[config.mk]
export PLATFORM = sky130hd
export DESIGN_NAME = spim_ctrl
export DESIGN_NICKNAME = d
export VERILOG_FILES = /design/src/rtl/spim_pkg.sv /design/src/rtl/spim_fifo.sv /design/src/rtl/spim_shifter.sv /design/src/rtl/spim_ctrl.sv
export SDC_FILE = /design/constraint.sdc
export NUM_CORES = 1
export LEC_CHECK = 0
export ABC_AREA = 0
export BUFFER_PORTS_ARGS = -buffer_cell sky130_fd_sc_hd__clkbuf_2
export CELL_PAD_IN_SITES_DETAIL_PLACEMENT = 1
export CELL_PAD_IN_SITES_GLOBAL_PLACEMENT = 2
export CORE_AREA = 2 2 207 209
export DETAILED_ROUTE_END_ITERATION = 7
export DIE_AREA = 0 0 209 211
export MAX_ROUTING_LAYER = met4
export PLACE_DENSITY_LB_ADDON = 0.1
export SYNTH_ARGS = -nofsm -noshare
export SYNTH_HDL_FRONTEND = slang
export SYNTH_SLANG_ARGS = --single-unit
[constraint.sdc]
create_clock -name clk -period 3.2 [get_ports clk]
set_clock_uncertainty 0.2 [all_clocks]
set_input_delay 0.16 -clock clk [delete_from_list [all_inputs] [get_ports clk]]
set_output_delay 0.16 -clock clk [all_outputs]
set_load 0.03 [all_outputs]
[src/rtl/spim_pkg.sv]
package spim_pkg;

    localparam logic [7:0] OFF_MCTL = 8'h00;
    localparam logic [7:0] OFF_CTL0 = 8'h04;
    localparam logic [7:0] OFF_CTL1 = 8'h08;
    localparam logic [7:0] OFF_STAT = 8'h14;
    localparam logic [7:0] OFF_DATA = 8'h18;

    typedef enum logic [1:0] {
        MODE_NONE = 2'b00,
        MODE_CFG  = 2'b01,
        MODE_ACT  = 2'b10,
        MODE_BAD  = 2'b11
    } spim_mode_e;

    typedef enum logic [1:0] {
        SH_IDLE  = 2'd0,
        SH_SHIFT = 2'd1,
        SH_DONE  = 2'd2
    } spim_state_e;

endpackage

[src/rtl/spim_fifo.sv]
module spim_fifo #(
    parameter  int W     = 16,
    parameter  int DEPTH = 4,
    localparam int PW    = (DEPTH > 1) ? $clog2(DEPTH) : 1,
    localparam int CW    = $clog2(DEPTH + 1)
) (
    input  logic          clk,
    input  logic          rst_n,
    input  logic          clr,
    input  logic          push,
    input  logic [W-1:0]  din,
    input  logic          pop,
    output logic [W-1:0]  dout,
    output logic [CW-1:0] cnt,
    output logic          full,
    output logic          empty
);

    logic [W-1:0]  mem [DEPTH];
    logic [PW-1:0] wr_ptr, rd_ptr;
    logic          do_push, do_pop;

    function automatic logic [PW-1:0] ptr_inc(input logic [PW-1:0] p);
        return (p == PW'(DEPTH - 1)) ? '0 : p + 1'b1;
    endfunction

    assign full    = (cnt == CW'(DEPTH));
    assign empty   = (cnt == '0);
    assign do_push = push && !full && !clr;
    assign do_pop  = pop && !empty && !clr;
    assign dout    = empty ? '0 : mem[rd_ptr];

    always_ff @(posedge clk or negedge rst_n) begin
        if (!rst_n) begin
            wr_ptr <= '0;
            rd_ptr <= '0;
            cnt    <= '0;
        end else if (clr) begin
            wr_ptr <= '0;
            rd_ptr <= '0;
            cnt    <= '0;
        end else begin
            if (do_push) wr_ptr <= ptr_inc(wr_ptr);
            if (do_pop)  rd_ptr <= ptr_inc(rd_ptr);
            cnt <= cnt + CW'(do_push) - CW'(do_pop);
        end
    end

    always_ff @(posedge clk) begin
        if (do_push) mem[wr_ptr] <= din;
    end

endmodule

[src/rtl/spim_shifter.sv]
module spim_shifter
    import spim_pkg::*;
#(
    parameter  int DW    = 16,
    parameter  int DIV_W = 8,
    localparam int BW    = $clog2(DW),
    localparam int HW    = DW / 2
) (
    input  logic             clk,
    input  logic             rst_n,
    input  logic             go_ok,
    input  logic             tx_avail,
    input  logic [DW-1:0]    tx_word,
    input  logic [DIV_W-1:0] div,
    input  logic             wide,
    input  logic             cpol,
    input  logic             cpha,
    input  logic             msb_first,
    input  logic             miso,
    output logic             tx_pop,
    output logic             rx_push,
    output logic [DW-1:0]    rx_word,
    output logic             idle,
    output logic             sclk,
    output logic             mosi
);

    spim_state_e      state, state_n;
    logic [DIV_W-1:0] cnt;
    logic [BW-1:0]    bidx;
    logic [DW-1:0]    sh, sh_adv, rx, rx_adv;
    logic             act, mosi_q;
    logic [DIV_W:0]   div_p1;
    logic [DIV_W-1:0] half;
    logic             lead, trail, tick_end, last_bit;

    function automatic logic out_bit(input logic [DW-1:0] v, input logic msb, input logic wd);
        if (!msb)     return v[0];
        else if (wd)  return v[DW-1];
        else          return v[HW-1];
    endfunction

    assign div_p1   = {1'b0, div} + 1'b1;
    assign half     = div_p1[DIV_W:1];
    assign lead     = (state == SH_SHIFT) && (cnt == '0);
    assign trail    = (state == SH_SHIFT) && (cnt == half);
    assign tick_end = (state == SH_SHIFT) && (cnt == div);
    assign last_bit = (bidx == (wide ? BW'(DW - 1) : BW'(HW - 1)));
    assign sh_adv   = msb_first ? (sh << 1) : (sh >> 1);
    assign rx_adv   = msb_first ? {rx[DW-2:0], miso} : {miso, rx[DW-1:1]};

    // state register
    always_ff @(posedge clk or negedge rst_n) begin
        if (!rst_n) state <= SH_IDLE;
        else        state <= state_n;
    end

    // transitions: start, last tick, retire
    always_comb begin
        state_n = state;
        unique case (state)
            SH_IDLE:  if (go_ok && tx_avail)     state_n = SH_SHIFT;
            SH_SHIFT: if (tick_end && last_bit)  state_n = SH_DONE;
            SH_DONE:                             state_n = SH_IDLE;
            default:                             state_n = SH_IDLE;
        endcase
    end

    // outputs and datapath
    always_ff @(posedge clk or negedge rst_n) begin
        if (!rst_n) begin
            cnt    <= '0;
            bidx   <= '0;
            sh     <= '0;
            rx     <= '0;
            act    <= 1'b0;
            mosi_q <= 1'b0;
        end else begin
            unique case (state)
                SH_IDLE: begin
                    act <= 1'b0;
                    if (state_n == SH_SHIFT) begin
                        sh   <= tx_word;
                        cnt  <= '0;
                        bidx <= '0;
                        rx   <= '0;
                        if (!cpha) mosi_q <= out_bit(tx_word, msb_first, wide);
                    end
                end
                SH_SHIFT: begin
                    if (tick_end) begin
                        cnt  <= '0;
                        bidx <= bidx + 1'b1;
                    end else begin
                        cnt <= cnt + 1'b1;
                    end
                    if (lead) begin
                        act <= 1'b1;
                        if (!cpha) begin
                            rx <= rx_adv;
                        end else begin
                            mosi_q <= out_bit(sh, msb_first, wide);
                            sh     <= sh_adv;
                        end
                    end
                    if (trail) begin
                        act <= 1'b0;
                        if (cpha) begin
                            rx <= rx_adv;
                        end else if (!last_bit) begin
                            sh     <= sh_adv;
                            mosi_q <= out_bit(sh_adv, msb_first, wide);
                        end
                    end
                end
                SH_DONE: act <= 1'b0;
                default: act <= 1'b0;
            endcase
        end
    end

    assign tx_pop  = (state == SH_IDLE) && (state_n == SH_SHIFT);
    assign rx_push = (state == SH_DONE);
    assign idle    = (state == SH_IDLE);
    assign sclk    = cpol ^ act;
    assign mosi    = mosi_q;
    assign rx_word = wide      ? rx :
                     msb_first ? {{HW{1'b0}}, rx[HW-1:0]} :
                                 {{HW{1'b0}}, rx[DW-1:HW]};

endmodule

[src/rtl/spim_ctrl.sv]
module spim_ctrl
    import spim_pkg::*;
#(
    parameter  int ADDR_W = 8,
    parameter  int DW     = 16,
    parameter  int DIV_W  = 8,
    parameter  int DEPTH  = 4,
    localparam int CW     = $clog2(DEPTH + 1)
) (
    input  logic              clk,
    input  logic              rst_n,
    input  logic [ADDR_W-1:0] addr,
    input  logic              wr_en,
    input  logic [31:0]       wr_data,
    input  logic              rd_en,
    output logic [31:0]       rd_data,
    output logic              irq,
    output logic              sclk,
    output logic              mosi,
    input  logic              miso
);

    spim_mode_e       mode_q;
    logic             stop_q, cpol_q, cpha_q, msb_q, ie_q, wide_q;
    logic [1:0]       lvl_q;
    logic [DIV_W-1:0] div_q;

    logic             hit_mctl, hit_ctl0, hit_ctl1, hit_stat, hit_data;
    logic             in_cfg, fifo_clr, lvl_hit;
    logic             tx_pop, tx_full, tx_empty, rx_push, rx_full, rx_empty, rx_pop;
    logic [DW-1:0]    tx_head, rx_head, rx_word;
    logic [CW-1:0]    tx_cnt, rx_cnt;
    logic             sh_idle;

    assign hit_mctl = (addr == ADDR_W'(OFF_MCTL));
    assign hit_ctl0 = (addr == ADDR_W'(OFF_CTL0));
    assign hit_ctl1 = (addr == ADDR_W'(OFF_CTL1));
    assign hit_stat = (addr == ADDR_W'(OFF_STAT));
    assign hit_data = (addr == ADDR_W'(OFF_DATA));
    assign in_cfg   = (mode_q == MODE_CFG);
    assign fifo_clr = wr_en && hit_mctl && wr_data[0];
    assign rx_pop   = rd_en && hit_data;

    always_ff @(posedge clk or negedge rst_n) begin
        if (!rst_n) begin
            mode_q <= MODE_CFG;
            stop_q <= 1'b0;
            cpol_q <= 1'b0;
            cpha_q <= 1'b0;
            msb_q  <= 1'b0;
            ie_q   <= 1'b0;
            lvl_q  <= 2'd0;
            div_q  <= DIV_W'(1);
            wide_q <= 1'b0;
        end else if (wr_en) begin
            if (hit_mctl) begin
                mode_q <= spim_mode_e'(wr_data[7:6]);
                stop_q <= wr_data[1];
            end
            if (hit_ctl0) begin
                ie_q  <= wr_data[9];
                lvl_q <= wr_data[13:12];
                if (in_cfg) begin
                    cpol_q <= wr_data[0];
                    cpha_q <= wr_data[1];
                    msb_q  <= wr_data[2];
                end
            end
            if (hit_ctl1 && in_cfg) begin
                div_q <= (wr_data[8 +: DIV_W] == '0) ? DIV_W'(1) : wr_data[8 +: DIV_W];
                if (wr_data[4:0] == 5'(DW))          wide_q <= 1'b1;
                else if (wr_data[4:0] == 5'(DW / 2)) wide_q <= 1'b0;
            end
        end
    end

    spim_fifo #(.W(DW), .DEPTH(DEPTH)) u_txq (
        .clk(clk), .rst_n(rst_n), .clr(fifo_clr),
        .push(wr_en && hit_data), .din(wr_data[DW-1:0]),
        .pop(tx_pop), .dout(tx_head), .cnt(tx_cnt),
        .full(tx_full), .empty(tx_empty)
    );

    spim_fifo #(.W(DW), .DEPTH(DEPTH)) u_rxq (
        .clk(clk), .rst_n(rst_n), .clr(fifo_clr),
        .push(rx_push), .din(rx_word),
        .pop(rx_pop), .dout(rx_head), .cnt(rx_cnt),
        .full(rx_full), .empty(rx_empty)
    );

    spim_shifter #(.DW(DW), .DIV_W(DIV_W)) u_shift (
        .clk(clk), .rst_n(rst_n),
        .go_ok((mode_q == MODE_ACT) && !stop_q),
        .tx_avail(!tx_empty), .tx_word(tx_head),
        .div(div_q), .wide(wide_q), .cpol(cpol_q), .cpha(cpha_q),
        .msb_first(msb_q), .miso(miso),
        .tx_pop(tx_pop), .rx_push(rx_push), .rx_word(rx_word),
        .idle(sh_idle), .sclk(sclk), .mosi(mosi)
    );

    assign lvl_hit = int'(rx_cnt) > int'(lvl_q);
    assign irq     = lvl_hit && ie_q;

    always_comb begin
        rd_data = '0;
        if (hit_mctl) begin
            rd_data[7:6] = mode_q;
            rd_data[1]   = stop_q;
        end else if (hit_ctl0) begin
            rd_data[13:12] = lvl_q;
            rd_data[9]     = ie_q;
            rd_data[2:0]   = {msb_q, cpha_q, cpol_q};
        end else if (hit_ctl1) begin
            rd_data[8 +: DIV_W] = div_q;
            rd_data[4:0]        = wide_q ? 5'(DW) : 5'(DW / 2);
        end else if (hit_stat) begin
            rd_data[14]    = lvl_hit;
            rd_data[13:11] = 3'(tx_cnt);
            rd_data[10:8]  = 3'(rx_cnt);
            rd_data[2]     = sh_idle;
        end else if (hit_data) begin
            rd_data[DW-1:0] = rx_head;
        end
    end

endmodule

# After elaboration in Yosys (flattened, before gate mapping)
# Memories as Yosys holds them, arrays and structs flattened.
# Index checks and enable logic that the tools add are counted.
# Widths: inputs -> output; s select.
# totals
ff_bits	80
mem_bits_rw	128
input_bits	45
out_inout_bits	35
elab_cells	200
mem_count	2
# memory_table
memory	words	word_bits	rd	rd_ports_with_merged_regs	write_ports	line_no	text
u_rxq.mem	4	16	1	0	1	spim_fifo.sv:19	logic [W-1:0] mem [DEPTH];
u_txq.mem	4	16	1	0	1	spim_fifo.sv:19	
# op_classes
n_addsub	11
order_cmp	1
n_eq_ne	24
n_mux	92
bitwise	1
n_reduce_logical	47
# ops
cell	count
$mux 16	21
$pmux 16 s2	2
$mux 8	6
$mux 2	19
$mux 1	27
$logic_not 8->1	3
$logic_and 1x1->1	21
$eq 8x5->1 const B	2
$eq 8x8->1	2
$mux 4	4
$pmux 8 s2	1
$mux 5	3
$eq 2x2->1 const B	6
$mux 3	4
$reduce_and 3->1	4
$reduce_bool 2->1	6
$add 8x1->9 const B	1
$add 2x1->2 const B	4
$add 8x1->8 const B	1
$eq 8x3->1 const B	1
$eq 8x4->1 const B	1
$pmux 4 s2	1
$reduce_and 2->1	4
$mux 7	1
19 further kinds	31

# Longest topological paths before layout
# Gate-level depths: netlist of run 1.
# logic_depth
word_depth	11
ltp_mapped	14
mapped_depth_nobuf	13

# Hierarchy
# From an unflattened synthesis of run 1, not the netlist that was laid out.
# hier_totals
hier_cells	797
hier_area_um2	10740.3
# modules_own_cells
module	n_inst	cells_each	area_each_um2	seq_area_each_um2
spim_fifo	2	150	3007.9	2097.0
spim_shifter	1	358	3399.5	1201.2
spim_ctrl	1	139	1325.0	452.9

# Least setup slack after synthesis of run 1
# No wires, ideal clock.
# synth_timing
path_type	input -> register
startpoint	in addr[1]
endpoint	reg u_txq.cnt[2]
setup_time_ps	120
t_arrival_ps	2530
t_required_ps	2880
setup_slack_ps	350
stages	14
n_path_buf	1
path_cell_list	nor3_1 nand2b_1 nor3b_2 and3_1 buf_2 nor2_1 ha_1 inv_1 ha_1 inv_1 fa_1 xor2_1 xnor2_1 nor2_1
# synth_via
elab_chain_len	8
elab_cells_between_ends	12
classes_between	add/sub: 2; eq/ne: 1; mux: 1; reduce/logical: 8
# synth_lines
item	line_no	text
start: declaration	spim_ctrl.sv:12	input logic [ADDR_W-1:0] addr,
$logic_not 8->1	spim_ctrl.sv:35	assign hit_mctl = (addr == ADDR_W'(OFF_MCTL));
$logic_and 1x1->1 (2 in a row)	spim_ctrl.sv:41	assign fifo_clr = wr_en && hit_mctl && wr_data[0];
$logic_not 1->1	spim_fifo.sv:29, spim_fifo.sv:30	
$logic_and 1x1->1	spim_fifo.sv:29	assign do_push = push && !full && !clr;
$add 3x1->3	spim_fifo.sv:45	cnt <= cnt + CW'(do_push) - CW'(do_pop);
$sub 3x1->3	spim_fifo.sv:45	
$mux 3 *	spim_fifo.sv:38	end else if (clr) begin
end signal: assignment	spim_fifo.sv:45	
end: declaration	spim_fifo.sv:14	output logic [CW-1:0] cnt,
# Mark *: on every way between the ends. The rest lies on a longest branch, timed or not.
# A chain may end at the register's enable or synchronous reset.

# Worst setup path in the final report of run 1
# layout_timing
startpoint	reg u_rxq.rd_ptr[0]
endpoint	out rd_data[10]
# layout_via
elab_chain_len	11
# layout_lines
item	line_no	text
start: declaration	spim_fifo.sv:20	logic [PW-1:0] wr_ptr, rd_ptr;
start signal: assignment	spim_fifo.sv:44	if (do_pop) rd_ptr <= ptr_inc(rd_ptr);
$mem_v2 4x16	n/a	
$mux 16	spim_fifo.sv:31	assign dout = empty ? '0 : mem[rd_ptr];
$mux 16	spim_ctrl.sv:121	end else if (hit_data) begin
$mux 16	spim_ctrl.sv:116	end else if (hit_stat) begin
$mux 16	spim_ctrl.sv:113	end else if (hit_ctl1) begin
$mux 16	spim_ctrl.sv:109	end else if (hit_ctl0) begin
$mux 16	spim_ctrl.sv:106	if (hit_mctl) begin
$mux 7	spim_ctrl.sv:116	
$mux 8	spim_ctrl.sv:113	
$mux 2	spim_ctrl.sv:109	
$mux 8	spim_ctrl.sv:106	
end: declaration	spim_ctrl.sv:16	output logic [31:0] rd_data,
# Every way passes these cells. The select of a mux whose other input is x is not followed.

==> results of run 1 <==
cell type report:
class | instances | area (µm²) | share of cell area (%)
Multi-Input combinational cell | 503 | 4110 | 33.2
Tap cell | 539 | 674 | 5.46
Clock inverter | 15 | 176 | 1.43
Sequential cell | 208 | 5850 | 47.3
Inverter | 25 | 93.8 | 0.760
Antenna cell | 1 | 2.50 | 0.0203
Clock buffer | 32 | 694 | 5.62
Timing Repair Buffer | 109 | 758 | 6.14
power by group through the flow:
stage / Sequential (mW) / Clock [mW] / Combinational (mW)
after CTS: 3.44 / 3.12 / 1.84
after global routing: 3.48 / 3.21 / 2.00
after global placement: 3.47 / 0 / 1.74
after detailed placement: 3.49 / 0 / 1.81
final: 3.44 / 3.01 / 1.80
after floorplan: 3.34 / 0 / 1.26
registers in the layout (all words and copies together) (netlist names), 2 cells and up:
signal / count
lvl_q: 2
u_txq.rd_ptr: 2
mode_q: 2
u_rxq.cnt: 3
u_shift.sh: 16
div_q: 8
u_shift.state: 2
u_rxq.rd_ptr: 2
u_txq.wr_ptr: 2
u_txq.cnt: 3
u_shift.rx: 16
u_rxq.wr_ptr: 2
u_shift.cnt: 8
u_txq.mem: 64
u_shift.bidx: 4
u_rxq.mem: 64
timing repair:
| item | in CTS | in global routing |
|---|---|---|
| setup endpoints to repair | 0 | 1 |
| endpoints found under the hold margin | 135 | 0 |
| hold buffers | 22 | 0 |
| resized for setup | 0 | 2 |
worst max-delay path, delay by kind of cell, from the launching register on:
family | cells | cell delay (ns)
compound gates | 1 | 0.32
mux | 1 | 0.54
flops | 1 | 0.63
buf+inv | 3 | 0.56
cells in the final DEF (no fill, tap or decap), types with 10 or more instances in the layout:
cell type and count:
ha_1 20, nand3_2 10, conb_1 16, inv_1 24
o21ai_0 27, nand2_1 30, nand3_1 20, xnor2_1 18
mux4_2 32, dfrtp_1 77, clkbuf_16 27, and3_1 12
edfxtp_1 128, nor2_1 42, mux2_2 29, dlygate4sd3_1 22
mux2i_1 37, o21ai_2 10, nand2b_1 19, and2_1 22
a22oi_1 14, o221ai_1 17, clkbuf_2 46, buf_4 41
a21oi_1 34
worst paths after layout:
path,slack (ns),cells past startpoint,to,start
worst max-delay path,0.26,5,rd_data[10],u_rxq.rd_ptr[0]$_DFFE_PN0P_
worst min-delay path,0.04,2,u_shift.rx[15]$_DFFE_PN0P_,rst_n
min in group clk,0.10,5,div_q[0]$_DFFE_PN1P_,addr[1]
worst min register to register,0.33,2,u_shift.bidx[1]$_DFFE_PN0P_,u_shift.bidx[1]$_DFFE_PN0P_
max in group asynchronous,1.90,3,div_q[0]$_DFFE_PN1P_,rst_n
worst max register to register,0.27,12,u_txq.cnt[2]$_DFF_PN0_,u_txq.cnt[1]$_DFF_PN0_
per-layer routing:
metal / vias up / share of wire, % / track usage, %
met3: 30 / 4.1 / 2.53
li1: 3114 / - / -
met1: 3589 / 48 / 20.1
met2: 103 / 46 / 23.1
met5: - / 0 / -
met4: 0 / 1.2 / 3.13
cells by family after synthesis:
family	synth area share, %
muxes	13.6
xor gates and xnor gates	2.27
buffers and inverters	4.95
other	0.0361
AOI/OAI and AO/OA	9.68
and+or+nand+nor	10.3
DFF	56.3
adders and majority gates	2.89
metrics by stage:
stage	total power, mW	setup slack, ns	instance area (µm²)
5_1_grt	8.69	0.0373	12400
3_3_place_gp	5.21	0.289	11300
6_report	8.25	0.264	12400
3_5_place_dp	5.30	0.243	11300
2_1_floorplan	4.60	0.350	10500
4_1_cts	8.39	0.120	12300
==> impl_metrics.ini, run 1 <==
[sta]
fin_hold_ws_ns = 0.0390
tightest_slew_ns = 0.799
slew_violations = 0
tns_ns = 0
layout_min_cycle_time_ns = 2.94
rsz0062_at_grt = false
setup_viol = 0
fin_crit_sh_pct = 91.7
slew_headroom_pct = 46.7
hold_violations = 0
max_freq_mhz = 341

[finish]
post-route-util_pct = 29.6
stdcell_count = 1432
drive_gt1_share_pct = 25.2
areaGrowthSynthToFinish_pct = 18.8
fillCellCount = 4457
nNetsFinal = 940

[logic_synthesis]
synthMostInstantiatedCell = edfxtp_1
synth-main-ff-cell = edfxtp_1
yosys-top-cells-area = edfxtp_1 37%, dfrtp_1 19%, mux4_2 6.9%
ys_warn_count = 0
synth_enable_flop_cells = 128
ys_types = 71
synth_commonest_cells = 128 x edfxtp_1, 78 x dfrtp_1, 42 x nor2_1
yosys.area.top_type = edfxtp_1
synthArstFlopShare_pct = 38.5
synth_seq_area_share_pct = 56.3
synthCells = 788
syn_area_per_cell_um2 = 13.2
syn_area_um2 = 10400
synth_top_cell_area_share_pct = 37.0
ys_seq_elements = 208

[detailed_routing]
drt_iter0_drc = 444
firstDrtPassIters = 4
drc_errors = 0
drt-wirelength-per-cell_um = 21.7
num_vias = 6836
postRouteAntennaNets = 0
post_drt_via_cell_ratio = 4.77
routed_wl_mm = 31.1

[power]
p_per_area_nw_per_um2 = 668
seqPwrFrac_pct = 41.7
p_int_mw = 5.69
combPwrFrac_pct = 21.8
p_clk_share_pct = 36.5
p_leak_nw = 4.65
power.switching_mw = 2.56
swShare_pct = 31.0
irDropWorstVdd_mv = 0.359

[clock_tree]
cts_setup_buffers = 0
clkLatencyLatePin_ns = 0.54
cts_tree = done
clock_path_buffers = 3
clock_sinks = 208
cts_root_buffer = clkbuf_16
clk_pin_slew_ns = 0.06
h-tree-depth = 1
cts_inserted_buffers = 26

[floorplan]
fp.coreArea_um2 = 41800
rows = 75
io_pins = 80
fp.dieH_um = 211
die_w_um = 209
die_area_um2 = 44100
initial_core_util_pct = 24.9

[critical_path]
critPathCaptureType = output port
path_cells = buf_4 -> mux4_2 -> a222oi_1 -> inv_1 -> clkbuf_2
max_stage_delay_ns = 0.63
worstPathArrival_ns = 2.58
worst-setup-path-type = reg -> out
slowest_stage = dfrtp_1
critPathLaunchType = register
cp_max_fo = 8
required_ns = 2.84

[min_path]
hold_class = in -> async

[placed_design]
dp_hpwl_mm = 21.8
dp.cells = 1362
portBuffers = 47
gp_congestion = 0.748

[global_routing]
grt_usage_pct = 14.7
grt_pass1_vias = 7441
grt_overflow_total = 0
grt_max_degree = 52
grt_pass1_wl_mm = 47.5
antenna_found_initial = 1

[flow_run]
cap_violations = 0

[outcome]
status = complete, no violations
Power figures use the tool's default switching activity.
==> inputs of run 2 (changes only) <==
- ABC_AREA: 0 -> 1
- CORE_AREA: 2 2 207 209 -> 2 2 221 223
- DIE_AREA: 0 0 209 211 -> 0 0 223 225
==> run 2 against run 1 <==
Against the previous run:
- flip-flop and latch count unchanged
- clock power is 5% higher
- largest power group is now combinational logic
- core utilization fell by 0.17 points
- combinational power up 95%
- first-iteration DRC count is 20% higher
- total power is 23% higher
- critical path type unchanged
- worst setup slack lost 0.054 ns
==> impl_metrics.ini, run 2 <==
[placed_design]
post-place-ws_ns = 0.389
portBuffers = 47
dp.cells = 2121
dp_hpwl_mm = 28.6
dpl_cell_area_um2 = 12800
gp_congestion = 0.755

[finish]
nNetsFinal = 1625
stdcell_count = 2195
final_common_cell = nand2_1
largest_registers = u_rxq.mem x64, u_txq.mem x64
areaGrowthSynthToFinish_pct = 18.6
drive_gt1_share_pct = 11.5
mostFrequentLayoutCells = 433 x nand2_1, 179 x inv_1, 140 x o21ai_0
final_area_um2 = 14000
post-route-util_pct = 29.4

[logic_synthesis]
ys_seq_elements = 208
synth_top_cell_area_share_pct = 32.6
yosys-top-cells-area = edfxtp_1 33%, dfrtp_1 17%, nand2_1 14%
synth_commonest_cells = 434 x nand2_1, 179 x inv_1, 140 x o21ai_0
synthMostInstantiatedCell = nand2_1
syn_area_per_cell_um2 = 8.00
synth-main-ff-cell = edfxtp_1
synth_seq_area_share_pct = 49.6
syn_area_um2 = 11800
synthCells = 1475
ys_types = 50
yosys.area.top_type = edfxtp_1
synthArstFlopShare_pct = 38.5
ys_warn_count = 0
synth_enable_flop_cells = 128

[clock_tree]
cts_root_buffer = clkbuf_16
cts_setup_buffers = 0
clock_sinks = 208
h-tree-depth = 1
clock_path_buffers = 3
clk_pin_slew_ns = 0.06
cts_inserted_buffers = 27
cts_tree = done
clkLatencyLatePin_ns = 0.56

[global_routing]
grt_util_met2_pct = 26.5
grt_pass1_wl_mm = 64.1
grt_pass1_vias = 10400
grt_usage_pct = 17.0
antenna_found_initial = 1
grt_overflow_total = 0
top_usage_layer = met2
grt_util_met3_pct = 2.07
grt_util_met1_pct = 24.0
grt_max_degree = 54

[sta]
max_freq_mhz = 334
tightest_slew_ns = 0.821
slew_violations = 0
tns_ns = 0
layout_min_cycle_time_ns = 2.99
fin_hold_ws_ns = 0.0429
rsz0062_at_grt = false
hold_violations = 0
setup_viol = 0
slew_headroom_pct = 45.2
finalWorstSetupSlack_ns = 0.210
fin_crit_sh_pct = 93.4

[critical_path]
critPathLaunchType = register
required_ns = 2.84
path_cells = inv_1 -> buf_4 -> o21ai_0 -> o22ai_1 -> a21oi_1 -> a211oi_1 -> clkbuf_2
cp_num_cells = 7
rrSetupSlack_ns = 0.56
r2r-start = div_q[0]$_DFFE_PN1P_
timing.critical_path.to = rd_data[14]
worstPathArrival_ns = 2.63
startpoint = u_rxq.rd_ptr[0]$_DFFE_PN0P_
worst-setup-path-type = reg -> out
reg2reg_depth = 12
slowest_stage = inv_1
r2r-end = u_shift.sh[5]$_DFFE_PN0P_
max_stage_delay_ns = 0.40
critPathCaptureType = output port
worst-path-buf-inv = 3
critPathTopFamily = buffers and inverters
cp_max_fo = 15

[floorplan]
fp.dieH_um = 225
fp.coreArea_um2 = 47500
die_area_um2 = 50200
initial_core_util_pct = 24.8
io_pins = 80
rows = 80
die_w_um = 223

[power]
p_int_mw = 6.19
swShare_pct = 38.8
irDropWorstVdd_mv = 0.338
power.switching_mw = 3.93
p_leak_nw = 6.26
p_clk_share_pct = 31.3
combPwrFrac_pct = 34.7
seqPwrFrac_pct = 33.9
p_total_mw = 10.1
p_per_area_nw_per_um2 = 723

[detailed_routing]
drc_errors = 0
post_drt_via_cell_ratio = 4.54
num_vias = 9976
routed_wl_mm = 40.8
firstDrtPassIters = 5
postRouteAntennaNets = 0
drt_iter0_drc = 535
drt-wirelength-per-cell_um = 18.6

[min_path]
hold_class = in -> async

[outcome]
status = complete, no violations

[flow_run]
cap_violations = 0
run 2: cells by family (layout without fill, tap and decap cells):
kind of cell               Yosys count  count (layout)  synth area share, %
AOI/OAI and AO/OA                  244             244                 11.6
buffers and inverters              266             354                 9.44
DFF                                208             208                 49.6
and+or+nand+nor                    719             719                 25.7
xor gates and xnor gates            11              11                0.817
other                                1              18               0.0318
adders and majority gates           22              22                 2.46
muxes                                4               4                0.350
run 2: power by group through the flow:
stage	registers, mW	clock network, mW	logic (mW)
3_5_place_dp	3.49	0	3.56
5_1_grt	3.47	3.39	4.06
6_report	3.43	3.17	3.51
2_1_floorplan	3.37	0	2.46
4_1_cts	3.44	3.29	3.59
3_3_place_gp	3.49	0	3.50
run 2: routing by layer:
metal  vias to the layer above  share of wire [%]
met3                        39                2.7
met1                      4866                 52
met2                       107                 44
met4                         0                1.5
met5                         -                  0
li1                       4964                  -
run 2: final cells by class:
type / count / area [µm²]
Antenna cell: 2 / 5.00
Fill cell: 5631 / 33600
Clock buffer: 34 / 702
Inverter: 185 / 694
Timing Repair Buffer: 120 / 856
Tap cell: 615 / 769
Multi-Input combinational cell: 1016 / 4900
Clock inverter: 15 / 209
Sequential cell: 208 / 5850
run 2: worst register-to-register path, stage by stage, from the launching register on:
cell,delay [ns]
dfstp_2,0.59
ha_1,0.28
nand3_1,0.14
nor2_2,0.16
nand2_1,0.13
nand3_1,0.12
nand4_1,0.16
nor2_4,0.27
buf_4,0.24
nand3_1,0.08
nand3_1,0.11
nand2_1,0.06
inv_1,0.05
run 2: repair_timing:
| item | in CTS | in global routing |
|---|---|---|
| setup endpoints to repair | 0 | 3 |
| hold endpoints to repair | 142 | 0 |
| resized for setup | 0 | 3 |
| hold buffers | 23 | 0 |
run 2: worst min-delay path by stage:
stage                           endpoint  slack, ns  depth (start not counted)
6_report       u_shift.sh[4]$_DFFE_PN0P_       0.04                          2
5_1_grt        u_shift.sh[5]$_DFFE_PN0P_       0.10                          2
4_1_cts        u_shift.sh[5]$_DFFE_PN0P_       0.06                          2
3_5_place_dp   u_shift.sh[5]$_DFFE_PN0P_       0.13                          1
3_3_place_gp   u_shift.sh[4]$_DFFE_PN0P_       0.13                          1
2_1_floorplan         cpha_q$_DFFE_PN0P_      -0.34                          0
